`config.mk`:
```
export PLATFORM = sky130hd
export DESIGN_NAME = dscr_guard
export DESIGN_NICKNAME = d
export VERILOG_FILES = /design/src/rtl/dscr_chk_pkg.sv /design/src/rtl/dscr_seq_track.sv /design/src/rtl/dscr_sum_acc.sv /design/src/rtl/dscr_field_cap.sv /design/src/rtl/dscr_verdict.sv /design/src/rtl/dscr_guard.sv
export SDC_FILE = /design/constraint.sdc
export NUM_CORES = 1
export LEC_CHECK = 0
export BUFFER_PORTS_ARGS = -buffer_cell sky130_fd_sc_hd__buf_2
export CORE_MARGIN = 1.5
export CORE_UTILIZATION = 35
export DETAILED_ROUTE_END_ITERATION = 10
export PLACE_DENSITY = 0.55
export SKIP_CTS_REPAIR_TIMING = 1
export SLEW_MARGIN = 20
export SYNTH_ARGS = -nofsm -noshare
export SYNTH_HDL_FRONTEND = slang
export SYNTH_SLANG_ARGS = --single-unit
```
`constraint.sdc`:
```
create_clock -name clk -period 5.2 [get_ports clk]
set_input_delay 0.78 -clock clk [delete_from_list [all_inputs] [get_ports clk]]
set_output_delay 0.78 -clock clk [all_outputs]
set_load 0.02 [all_outputs]
```
`src/rtl/dscr_chk_pkg.sv`:
```
// Shared constants and types for the descriptor integrity checker.
// Assumes descriptor words of at least 32 bits.
package dscr_chk_pkg;

    typedef enum logic [1:0] {
        ERR_NONE     = 2'd0,
        ERR_PREAMBLE = 2'd1,
        ERR_SUM      = 2'd2,
        ERR_REDONE   = 2'd3
    } dscr_err_e;

    localparam logic [7:0] PREAMBLE_KEY = 8'hA5;

    // control word field positions
    localparam int CTL_IRQ_EN    = 8;
    localparam int CTL_UPD_EN    = 9;
    localparam int CTL_IGN_DONE  = 10;
    localparam int CTL_BURST     = 11;
    localparam int CTL_MODE      = 18;
    localparam int CTL_LAST      = 19;
    localparam int CTL_SUM_EN    = 20;
    localparam int CTL_LAST_FRM  = 21;

    // timestamp word done flag
    localparam int STAMP_DONE    = 31;

    // decoded status word positions
    localparam int ST_BURST      = 4;
    localparam int ST_MODE       = 5;
    localparam int ST_SUM_EN     = 6;
    localparam int ST_LAST       = 7;
    localparam int ST_LAST_FRM   = 8;
    localparam int ST_IGN_DONE   = 9;
    localparam int ST_DONE       = 10;
    localparam int ST_UPD_EN     = 11;
    localparam int ST_IRQ_EN     = 12;
    localparam int ST_KEY_LSB    = 13;

endpackage

```
`src/rtl/dscr_seq_track.sv`:
```
// Tracks the word index stream of one descriptor.
// An index-0 word always starts a new descriptor. Any other word must
// carry the next expected index, or the sequence is marked broken until
// the next index-0 word. Assumes NUM_WORDS >= 2.
module dscr_seq_track #(
    parameter int NUM_WORDS = 16,
    parameter int IDX_W     = 4
) (
    input  logic             clk,
    input  logic             rst_n,
    input  logic             word_vld,
    input  logic [IDX_W-1:0] word_idx,
    output logic             start,
    output logic             accept,
    output logic             final_word,
    output logic             broken
);
    localparam logic [IDX_W-1:0] LAST_I = IDX_W'(NUM_WORDS - 1);

    logic [IDX_W-1:0] exp_q;
    logic             broken_q;
    logic             in_order;

    // classify the presented word
    always_comb begin
        start      = word_vld && (word_idx == '0);
        in_order   = word_vld && !start && !broken_q && (word_idx == exp_q);
        accept     = start || in_order;
        final_word = in_order && (word_idx == LAST_I);
    end

    // advance the expected index and flag ordering faults
    always_ff @(posedge clk) begin
        if (!rst_n) begin
            exp_q    <= '0;
            broken_q <= 1'b0;
        end else if (start) begin
            exp_q    <= IDX_W'(1);
            broken_q <= 1'b0;
        end else if (in_order) begin
            exp_q    <= exp_q + 1'b1;
        end else if (word_vld) begin
            broken_q <= 1'b1;
        end
    end

    assign broken = broken_q;
endmodule

```
`src/rtl/dscr_sum_acc.sv`:
```
// Running 32-bit wraparound sum of the descriptor words that precede the
// checksum word. The sum restarts with the index-0 word and is compared
// with the presented word. Assumes the compare is used only on the final word.
module dscr_sum_acc #(
    parameter int DATA_W    = 32,
    parameter int NUM_WORDS = 16,
    parameter int IDX_W     = 4
) (
    input  logic              clk,
    input  logic              rst_n,
    input  logic              start,
    input  logic              accept,
    input  logic [IDX_W-1:0]  word_idx,
    input  logic [DATA_W-1:0] word_data,
    output logic              sum_ok
);
    localparam logic [IDX_W-1:0] LAST_I = IDX_W'(NUM_WORDS - 1);

    logic [DATA_W-1:0] sum_q;

    // accumulate the words before the checksum word
    always_ff @(posedge clk) begin
        if (!rst_n) begin
            sum_q <= '0;
        end else if (start) begin
            sum_q <= word_data;
        end else if (accept && (word_idx != LAST_I)) begin
            sum_q <= sum_q + word_data;
        end
    end

    // compare the running sum with the presented word
    always_comb sum_ok = (sum_q == word_data);
endmodule

```
`src/rtl/dscr_field_cap.sv`:
```
// Captures the descriptor words that the verdict needs later: the control
// word and the timestamp word. Only in-sequence words are captured.
module dscr_field_cap #(
    parameter int DATA_W    = 32,
    parameter int IDX_W     = 4,
    parameter int CTRL_POS  = 0,
    parameter int STAMP_POS = 5
) (
    input  logic              clk,
    input  logic              rst_n,
    input  logic              accept,
    input  logic [IDX_W-1:0]  word_idx,
    input  logic [DATA_W-1:0] word_data,
    output logic [DATA_W-1:0] ctrl_word,
    output logic [DATA_W-1:0] stamp_word
);
    localparam int CAP_N = 2;

    logic [CAP_N-1:0][DATA_W-1:0] cap_d;

    for (genvar k = 0; k < CAP_N; k++) begin : g_slot
        localparam logic [IDX_W-1:0] POS = IDX_W'((k == 0) ? CTRL_POS : STAMP_POS);
        logic [DATA_W-1:0] slot_q;

        // hold the word seen at this slot's index
        always_ff @(posedge clk) begin
            if (!rst_n) begin
                slot_q <= '0;
            end else if (accept && (word_idx == POS)) begin
                slot_q <= word_data;
            end
        end

        assign cap_d[k] = slot_q;
    end

    assign ctrl_word  = cap_d[0];
    assign stamp_word = cap_d[1];
endmodule

```
`src/rtl/dscr_verdict.sv`:
```
// Ranks the descriptor checks, decodes the status word and registers the
// result on the final word. The result is cleared when a new descriptor
// starts. Assumes DATA_W >= 32.
module dscr_verdict
    import dscr_chk_pkg::*;
#(
    parameter int DATA_W = 32
) (
    input  logic              clk,
    input  logic              rst_n,
    input  logic              start,
    input  logic              final_word,
    input  logic              sum_ok,
    input  logic [DATA_W-1:0] ctrl_word,
    input  logic [DATA_W-1:0] stamp_word,
    output logic              done_o,
    output logic              pass_o,
    output logic [1:0]        err_o,
    output logic [DATA_W-1:0] status_o,
    output logic              wb_req_o,
    output logic [DATA_W-1:0] wb_word_o
);
    dscr_err_e         err_nx;
    logic [DATA_W-1:0] status_nx;
    logic [DATA_W-1:0] wb_nx;
    logic              pre_bad, sum_bad, redone;

    logic              done_q, pass_q, wb_req_q;
    dscr_err_e         err_q;
    logic [DATA_W-1:0] status_q, wb_word_q;

    // evaluate the checks in rank order
    always_comb begin
        pre_bad = (ctrl_word[7:0] != PREAMBLE_KEY);
        sum_bad = ctrl_word[CTL_SUM_EN] && !sum_ok;
        redone  = stamp_word[STAMP_DONE] && !ctrl_word[CTL_IGN_DONE];
        if (pre_bad)      err_nx = ERR_PREAMBLE;
        else if (sum_bad) err_nx = ERR_SUM;
        else if (redone)  err_nx = ERR_REDONE;
        else              err_nx = ERR_NONE;
    end

    // decode the channel status word
    always_comb begin
        status_nx                       = '0;
        status_nx[ST_KEY_LSB +: 8]      = ctrl_word[7:0];
        status_nx[ST_BURST]             = ctrl_word[CTL_BURST];
        status_nx[ST_MODE]              = ctrl_word[CTL_MODE];
        status_nx[ST_SUM_EN]            = ctrl_word[CTL_SUM_EN];
        status_nx[ST_LAST]              = ctrl_word[CTL_LAST];
        status_nx[ST_LAST_FRM]          = ctrl_word[CTL_LAST_FRM];
        status_nx[ST_IGN_DONE]          = ctrl_word[CTL_IGN_DONE];
        status_nx[ST_DONE]              = stamp_word[STAMP_DONE];
        status_nx[ST_UPD_EN]            = ctrl_word[CTL_UPD_EN];
        status_nx[ST_IRQ_EN]            = ctrl_word[CTL_IRQ_EN];
    end

    // form the write-back timestamp word
    always_comb begin
        wb_nx             = stamp_word;
        wb_nx[STAMP_DONE] = 1'b1;
    end

    // register the verdict and clear it on a new descriptor
    always_ff @(posedge clk) begin
        if (!rst_n) begin
            done_q    <= 1'b0;
            pass_q    <= 1'b0;
            err_q     <= ERR_NONE;
            status_q  <= '0;
            wb_req_q  <= 1'b0;
            wb_word_q <= '0;
        end else begin
            done_q <= final_word;
            if (start) begin
                pass_q    <= 1'b0;
                err_q     <= ERR_NONE;
                status_q  <= '0;
                wb_req_q  <= 1'b0;
                wb_word_q <= '0;
            end else if (final_word) begin
                pass_q    <= (err_nx == ERR_NONE);
                err_q     <= err_nx;
                status_q  <= status_nx;
                wb_req_q  <= (err_nx == ERR_NONE) && ctrl_word[CTL_UPD_EN];
                wb_word_q <= wb_nx;
            end
        end
    end

    assign done_o    = done_q;
    assign pass_o    = pass_q;
    assign err_o     = err_q;
    assign status_o  = status_q;
    assign wb_req_o  = wb_req_q;
    assign wb_word_o = wb_word_q;
endmodule

```
`src/rtl/dscr_guard.sv`:
```
// Top of the descriptor integrity checker. It watches a descriptor
// arriving one word per cycle and reports a ranked verdict, a decoded
// status word and the done-flag write-back word one cycle after the
// final word. Assumes the fetch engine presents each word only once.
module dscr_guard #(
    parameter int DATA_W    = 32,
    parameter int NUM_WORDS = 16,
    parameter int IDX_W     = $clog2(NUM_WORDS)
) (
    input  logic              clk,
    input  logic              rst_n,
    input  logic              word_vld,
    input  logic [IDX_W-1:0]  word_idx,
    input  logic [DATA_W-1:0] word_data,
    output logic              chk_done,
    output logic              chk_pass,
    output logic [1:0]        err_code,
    output logic              proto_err,
    output logic [DATA_W-1:0] status_word,
    output logic              wb_req,
    output logic [DATA_W-1:0] wb_word
);
    logic              start, accept, final_word, sum_ok;
    logic [DATA_W-1:0] ctrl_word, stamp_word;

    dscr_seq_track #(.NUM_WORDS(NUM_WORDS), .IDX_W(IDX_W)) u_seq (
        .clk(clk), .rst_n(rst_n), .word_vld(word_vld), .word_idx(word_idx),
        .start(start), .accept(accept), .final_word(final_word),
        .broken(proto_err)
    );

    dscr_sum_acc #(.DATA_W(DATA_W), .NUM_WORDS(NUM_WORDS), .IDX_W(IDX_W)) u_sum (
        .clk(clk), .rst_n(rst_n), .start(start), .accept(accept),
        .word_idx(word_idx), .word_data(word_data), .sum_ok(sum_ok)
    );

    dscr_field_cap #(.DATA_W(DATA_W), .IDX_W(IDX_W), .CTRL_POS(0), .STAMP_POS(5)) u_cap (
        .clk(clk), .rst_n(rst_n), .accept(accept), .word_idx(word_idx),
        .word_data(word_data), .ctrl_word(ctrl_word), .stamp_word(stamp_word)
    );

    dscr_verdict #(.DATA_W(DATA_W)) u_verdict (
        .clk(clk), .rst_n(rst_n), .start(start), .final_word(final_word),
        .sum_ok(sum_ok), .ctrl_word(ctrl_word), .stamp_word(stamp_word),
        .done_o(chk_done), .pass_o(chk_pass), .err_o(err_code),
        .status_o(status_word), .wb_req_o(wb_req), .wb_word_o(wb_word)
    );
endmodule

```
==> flow_metrics.tcl, run 1 <==
set metrics [dict create \
    drc 0 \
    swShare 0.260 \
    first_pass_iters 5 \
    layout.area.seq_um2 2780 \
    h-tree-depth 4 \
    clk_latency_ps 430 \
    finalCriticalPeriod_ps 2920 \
    relSlewSlack 0.296 \
    critPathMaxStageDelay_ps 490 \
    p_leak_nw 3.24 \
    critical_path.most_common_cell "a211oi_1" \
    reg2reg_slack_ps 2470 \
    rr_startpoint "u_sum.sum_q[0]$_SDFFE_PN0P_" \
    peakVddDrop_uv 166 \
    clk_pin_slew_worst_paths_ps 60 \
    timing.setup.tns_ps 0 \
    ys_seq_area_frac 0.393 \
    root_buffer "clkbuf_16" \
    fin_cells 1264 \
    port_buffers 93 \
    grt_max_degree 54 \
    syn2layout_area_growth_pct 16.2 \
    wl_per_cell_um 16.3 \
    place_hpwl_um 14600 \
    initial_core_util 0.360 \
    fp.dieW_um 145 \
    arrival_ps 3200 \
    rsz0062_at_grt "no" \
    drt-total-wl_um 20500 \
    detail-route-antenna-nets 0 \
    io_pins 109 \
    die_h_um 145 \
    synth_cells 926 \
    status "finished, final reports clean" \
    multiInputGateArea_um2 3970 \
    grt_first_pass_wirelength_um 33000 \
    antennaDiodeCount 0 \
    core_um2 19700 \
    setup_viol 0 \
    avgSynthCellArea_um2 7.64 \
    cpMaxStageDelayCell "a211oi_1" \
    criticalPathCategory "in -> reg" \
    power_frac_seq 0.431 \
    synth_cell_types 59 \
    rows 51 \
    p_comb_frac 0.082 \
    mostFrequentLayoutCell "nand2_1" \
    grt_pass1_vias 5961 \
    cts_tree "built" \
    slew_viol_final 0 \
    fmax_ghz 0.343 \
    die-area_um2 21100 \
    synth_ff_type "dfxtp_1" \
    clockBufferDepth 2 \
    p_int_mw 1.85 \
    path_max_fanout 4 \
    final_cell_mix "nand2_1 (255), a21oi_1 (144), dfxtp_1 (139), buf_2 (93), nor2_1 (41)" \
    endpoint_kind "flop" \
    hold_viol 0 \
    cts_sinks 139 \
    drv_cap 0 \
    critPathLaunchType "primary input" \
    r2r-end "u_sum.sum_q[24]$_SDFFE_PN0P_" \
    synth_edf_count 0 \
    netSwitchingPower_uw 651 \
    pwr-share-clk 0.487 \
    worstMarginPinSlew_ps 1050 \
    gp_congestion 0.907 \
    finClkSkew_ps 12.0 \
    min_from "u_cap.stamp_word[8]$_SDFFE_PN0P_" \
    num_vias 6587 \
    min_to "u_verdict.wb_word_o[8]$_SDFFE_PP0P_" \
    layout-drive-gt1-share 0.145 \
    ys_seq_elements 139 \
    cts_buffers 17 \
    fillers 2084 \
    nets 1058 \
    hold_depth 2 \
    syn_area_um2 7070 \
    drt_iter0_drc 480 \
    hold_class "reg -> reg" \
    cp_top_family "compound AO/OA/AOI/OAI gates" \
    grt_overflow 0 \
    period_share 0.561 \
    cp.buffers_inverters 1 \
    yosysWarningCount 0 \
    dp.cells 1232 \
    vias_per_cell 5.21 \
    grt_usage 0.196 \
    async_flop_share 0 \
    path_cells "buf_2, ha_1, fa_1, a21oi_1, o21ai_0, a31oi_1, a211oi_1, a211oi_1, xor2_1, o22ai_1" \
    reg2regPathDepth 9 \
    power_density_nw_per_um2 304 \
    required_ps 5480 \
    antenna_found_initial 0 \
]
-- cells in the mapped netlist (2+ instances only) --
| master | number | share of area |
|---|---|---|
| a2111oi_0 | 3 | 0.0037 |
| a211oi_1 | 5 | 0.0053 |
| xor2_1 | 16 | 0.020 |
| a21boi_0 | 7 | 0.0074 |
| a21o_1 | 17 | 0.018 |
| o21a_1 | 4 | 0.0042 |
| buf_4 | 15 | 0.016 |
| a22o_1 | 2 | 0.0025 |
| buf_2 | 17 | 0.012 |
| nand4b_1 | 2 | 0.0025 |
| o22ai_1 | 12 | 0.011 |
| a31o_2 | 2 | 0.0025 |
| nand4_1 | 11 | 0.0097 |
| o21bai_1 | 2 | 0.0021 |
| nor2b_1 | 2 | 0.0018 |
| o21ai_0 | 23 | 0.016 |
| a31oi_1 | 10 | 0.0088 |
| clkbuf_1 | 41 | 0.022 |
| o2bb2ai_1 | 2 | 0.0025 |
| and3_1 | 4 | 0.0035 |
| a21oi_1 | 144 | 0.10 |
| nor3_1 | 8 | 0.0057 |
| o2111ai_1 | 2 | 0.0025 |
| inv_1 | 7 | 0.0037 |
| nor2_1 | 41 | 0.022 |
| mux2i_1 | 4 | 0.0057 |
| and4_1 | 5 | 0.0062 |
| xnor2_1 | 14 | 0.017 |
| ha_1 | 32 | 0.057 |
| and2_1 | 5 | 0.0044 |
| o31ai_1 | 4 | 0.0042 |
| o211ai_1 | 7 | 0.0074 |
| a2bb2oi_1 | 3 | 0.0037 |
| a22oi_1 | 10 | 0.011 |
| nand3_1 | 12 | 0.0085 |
| o311ai_0 | 2 | 0.0025 |
| dfxtp_1 | 139 | 0.39 |
| nand2b_1 | 4 | 0.0035 |
| nor4_1 | 10 | 0.0088 |
| nand2_1 | 257 | 0.14 |
-- worst max path at each step --
stage                 start                      endpoint  cells after the start
3_3_place_gp   word_data[0]  u_sum.sum_q[24]$_SDFFE_PN0P_                     10
3_5_place_dp   word_data[0]  u_sum.sum_q[24]$_SDFFE_PN0P_                     10
6_report       word_data[0]  u_sum.sum_q[24]$_SDFFE_PN0P_                     10
2_1_floorplan  word_data[0]  u_sum.sum_q[24]$_SDFFE_PN0P_                      9
5_1_grt        word_data[7]  u_sum.sum_q[30]$_SDFFE_PN0P_                      9
4_1_cts        word_data[0]  u_sum.sum_q[24]$_SDFFE_PN0P_                     10
-- tightest hold or removal path, stage by stage (launching register included) --
cell,delay [ps]
dfxtp_1,310
nand2_1,50
a21oi_1,50
-- area by class of cell --
class                           count  share of cell area
Timing Repair Buffer              101              0.0639
Multi-Input combinational cell    719               0.482
Tap cell                          265              0.0403
Inverter                            8             0.00365
Clock buffer                       17              0.0517
Clock inverter                     15              0.0198
Sequential cell                   139               0.338
-- power by group through the flow --
| stage | Clock, mW | Sequential, mW | Combinational (mW) |
|---|---|---|---|
| 6_report | 1.22 | 1.08 | 0.205 |
| 5_1_grt | 1.29 | 1.08 | 0.226 |
| 3_5_place_dp | 0 | 1.10 | 0.203 |
| 3_3_place_gp | 0 | 1.10 | 0.203 |
| 2_1_floorplan | 0 | 1.10 | 0.144 |
| 4_1_cts | 1.23 | 1.08 | 0.204 |
-- registers in the layout, summed over array words and instances, names as in the netlist --
| register | cells |
|---|---|
| u_cap.ctrl_word | 16 |
| u_cap.stamp_word | 32 |
| u_seq.broken | 1 |
| u_seq.exp_q | 4 |
| u_sum.sum_q | 32 |
| u_verdict.done_o | 1 |
| u_verdict.err_o | 2 |
| u_verdict.pass_o | 1 |
| u_verdict.status_o | 17 |
| u_verdict.wb_req_o | 1 |
| u_verdict.wb_word_o | 32 |
-- per-stage QoR --
step | hold WS (ps) | power (mW) | cell area, um2 | util | worst slack (ps)
2_1_floorplan | 432 | 1.25 | 7130 | - | 2400
3_3_place_gp | 439 | 1.30 | 7630 | 0.388 | 1850
3_5_place_dp | 444 | 1.31 | 7630 | 0.388 | 1850
4_1_cts | 449 | 2.52 | 8220 | 0.418 | 2290
5_1_grt | 469 | 2.60 | 8220 | 0.418 | 2090
6_report | 448 | 2.50 | 8220 | 0.418 | 2280
-- logic make-up (layout without fill, tap and decap cells) --
family                   after synthesis  in the layout  synth area share
AO/OA/AOI/OAI                        266            266             0.225
XOR/XNOR                              30             30            0.0371
buffers and inverters                 82            141            0.0545
multiplexers                           5              5           0.00725
flip-flops                           139            139             0.393
other                                  1             15          0.000530
adder cells (fa/ha/maj)               33             33            0.0594
AND/OR/NAND/NOR                      370            370             0.223
-- layer usage --
layer	GRT usage	routed length, um
met1	0.286	10500
met5	0	0
met4	0.0561	221
met3	0.0371	866
met2	0.290	9000
Note: power is estimated with default switching activity, not from simulation.
==> run 2, diff against run 1 <==
- clock period: 5.2 -> 3 ns (I/O delays scaled with it)
==> run 2 against run 1 <==
Clock skew down 1.0 ps. Sequential power up 73%. Global-route usage increased by 0.79 points. Register-to-register slack worse by 2100 ps. Critical endpoint unchanged. Largest cell class unchanged. Highest routed layer unchanged.
==> flow_metrics.tcl, run 2 (synthesis gave the netlist of run 1 again) <==
set metrics [dict create \
    first_pass_iters 7 \
    antenna_found_initial 0 \
    criticalPathCategory "reg -> reg" \
    swShare 0.253 \
    reg2reg_slack_ps 380 \
    wl_per_cell_um 16.4 \
    initial_core_util 0.360 \
    drt_iter0_drc 490 \
    path_cells "ha_1, fa_1, a21oi_1, o21ai_0, a31oi_1, a211oi_1, a211oi_1, buf_4, xor2_1, o22ai_1" \
    grtUsageMet3 0.0412 \
    required_ps 3280 \
    netSwitchingPower_mw 1.12 \
    worstMarginPinSlew_ps 682 \
    slew_viol_final 0 \
    hold_viol 0 \
    power_density_nw_per_um2 522 \
    reg2regPathDepth 10 \
    rsz0062_at_grt "no" \
    fp.dieW_um 145 \
    min_to "u_cap.stamp_word[30]$_SDFFE_PN0P_" \
    nets 1090 \
    layout-drive-gt1-share 0.172 \
    root_buffer "clkbuf_16" \
    rr_startpoint "u_sum.sum_q[0]$_SDFFE_PN0P_" \
    hold_class "in -> reg" \
    placed_cell_area_um2 7900 \
    clk_latency_ps 420 \
    peakVddDrop_uv 276 \
    grt_overflow 0 \
    finalCriticalPeriod_ps 2620 \
    port_buffers 93 \
    critPathLaunchType "flop" \
    period_share 0.874 \
    grt_max_degree 34 \
    endpoint_kind "flop" \
    vias_per_cell 5.22 \
    grt_usage 0.203 \
    p_comb_frac 0.086 \
    place_hpwl_um 15500 \
    die-area_um2 21100 \
    grt_use_met1 0.295 \
    clockBufferDepth 2 \
    fmax_ghz 0.381 \
    rows 51 \
    hold_depth 3 \
    final_cell_mix "nand2_1 (255), a21oi_1 (144), dfxtp_1 (139), buf_2 (93), nor2_1 (41)" \
    timing.setup.tns_ps 0 \
    drv_cap 0 \
    gp_congestion 0.886 \
    arrival_ps 2900 \
    core_um2 19700 \
    mostFrequentLayoutCell "nand2_1" \
    busiest_layer "met2" \
    setup_slack_ps 377 \
    path_max_fanout 4 \
    cts_buffers 17 \
    detail-route-antenna-nets 0 \
    critical_path.most_common_cell "a211oi_1" \
    relSlewSlack 0.545 \
    grt_pass1_vias 6376 \
    utilization 0.433 \
    globalRouteMet2Util 0.301 \
    cpMaxStageDelayCell "fa_1" \
    power_frac_seq 0.421 \
    cts_sinks 139 \
    post-place-ws_ps 101 \
    pwr-share-clk 0.493 \
    drc 0 \
    setup_viol 0 \
    cts_tree "built" \
    num_vias 6768 \
    io_pins 109 \
    min_from "word_data[30]" \
    antennaDiodeCount 0 \
    fin_area_um2 8510 \
    grt_first_pass_wirelength_um 34300 \
    die_h_um 145 \
    p_int_mw 3.32 \
    critPathMaxStageDelay_ps 400 \
    r2r-end "u_sum.sum_q[24]$_SDFFE_PN0P_" \
    clk_pin_slew_worst_paths_ps 60 \
    syn2layout_area_growth_pct 20.3 \
    status "finished, final reports clean" \
    p_leak_nw 3.42 \
    drt-total-wl_um 21200 \
    h-tree-depth 4 \
    finClkSkew_ps 11.0 \
]
[run 2: final cells by class]
| class | count | area [um2] |
|---|---|---|
| Fill cell | 2099 | 11100 |
| Multi-Input combinational cell | 719 | 3970 |
| Sequential cell | 139 | 2780 |
| Timing Repair Buffer | 133 | 791 |
| Clock buffer | 17 | 425 |
| Tap cell | 265 | 332 |
| Clock inverter | 15 | 184 |
| Inverter | 8 | 30.0 |
[run 2: layer usage]
metal,up-vias,wire length [um]
met4,0,310
li1,3376,-
met5,-,0
met1,3179,10700
met2,193,9210
met3,20,1040
[run 2: worst max-delay path: cells and delay by family, from the launching register on]
family | cells | cell delay (ps)
DFF | 1 | 310
xor gates and xnor gates | 1 | 140
adders and majority gates | 2 | 600
AOI/OAI and AO/OA | 6 | 1250
buffers and inverters | 1 | 180
[run 2: worst max-delay path by stage]
stage | from | end | slack [ps] | cells past startpoint
4_1_cts | u_sum.sum_q[0]$_SDFFE_PN0P_ | u_sum.sum_q[24]$_SDFFE_PN0P_ | 390 | 10
3_5_place_dp | word_data[0] | u_sum.sum_q[24]$_SDFFE_PN0P_ | 100 | 11
2_1_floorplan | word_data[0] | u_sum.sum_q[24]$_SDFFE_PN0P_ | 530 | 9
3_3_place_gp | word_data[0] | u_sum.sum_q[24]$_SDFFE_PN0P_ | 130 | 11
6_report | u_sum.sum_q[0]$_SDFFE_PN0P_ | u_sum.sum_q[24]$_SDFFE_PN0P_ | 380 | 10
5_1_grt | u_sum.sum_q[0]$_SDFFE_PN0P_ | u_sum.sum_q[26]$_SDFFE_PN0P_ | 190 | 9
[run 2: power groups by stage]
stage,Clock [mW],Sequential (mW),Combinational (mW)
after floorplan,0,1.91,0.250
after global placement,0,1.91,0.374
after detailed placement,0,1.91,0.375
after CTS,2.23,1.87,0.376
after global routing,2.33,1.87,0.418
final,2.19,1.87,0.380
[run 2: through the flow]
| step | hold slack [ps] | instances | power (mW) |
|---|---|---|---|
| detailed placement | 443 | 1264 | 2.29 |
| floorplan | 432 | 940 | 2.16 |
| global route | 302 | 1296 | 4.62 |
| CTS | 293 | 1296 | 4.48 |
| global placement | 438 | 1264 | 2.28 |
| finish | 312 | 1296 | 4.44 |
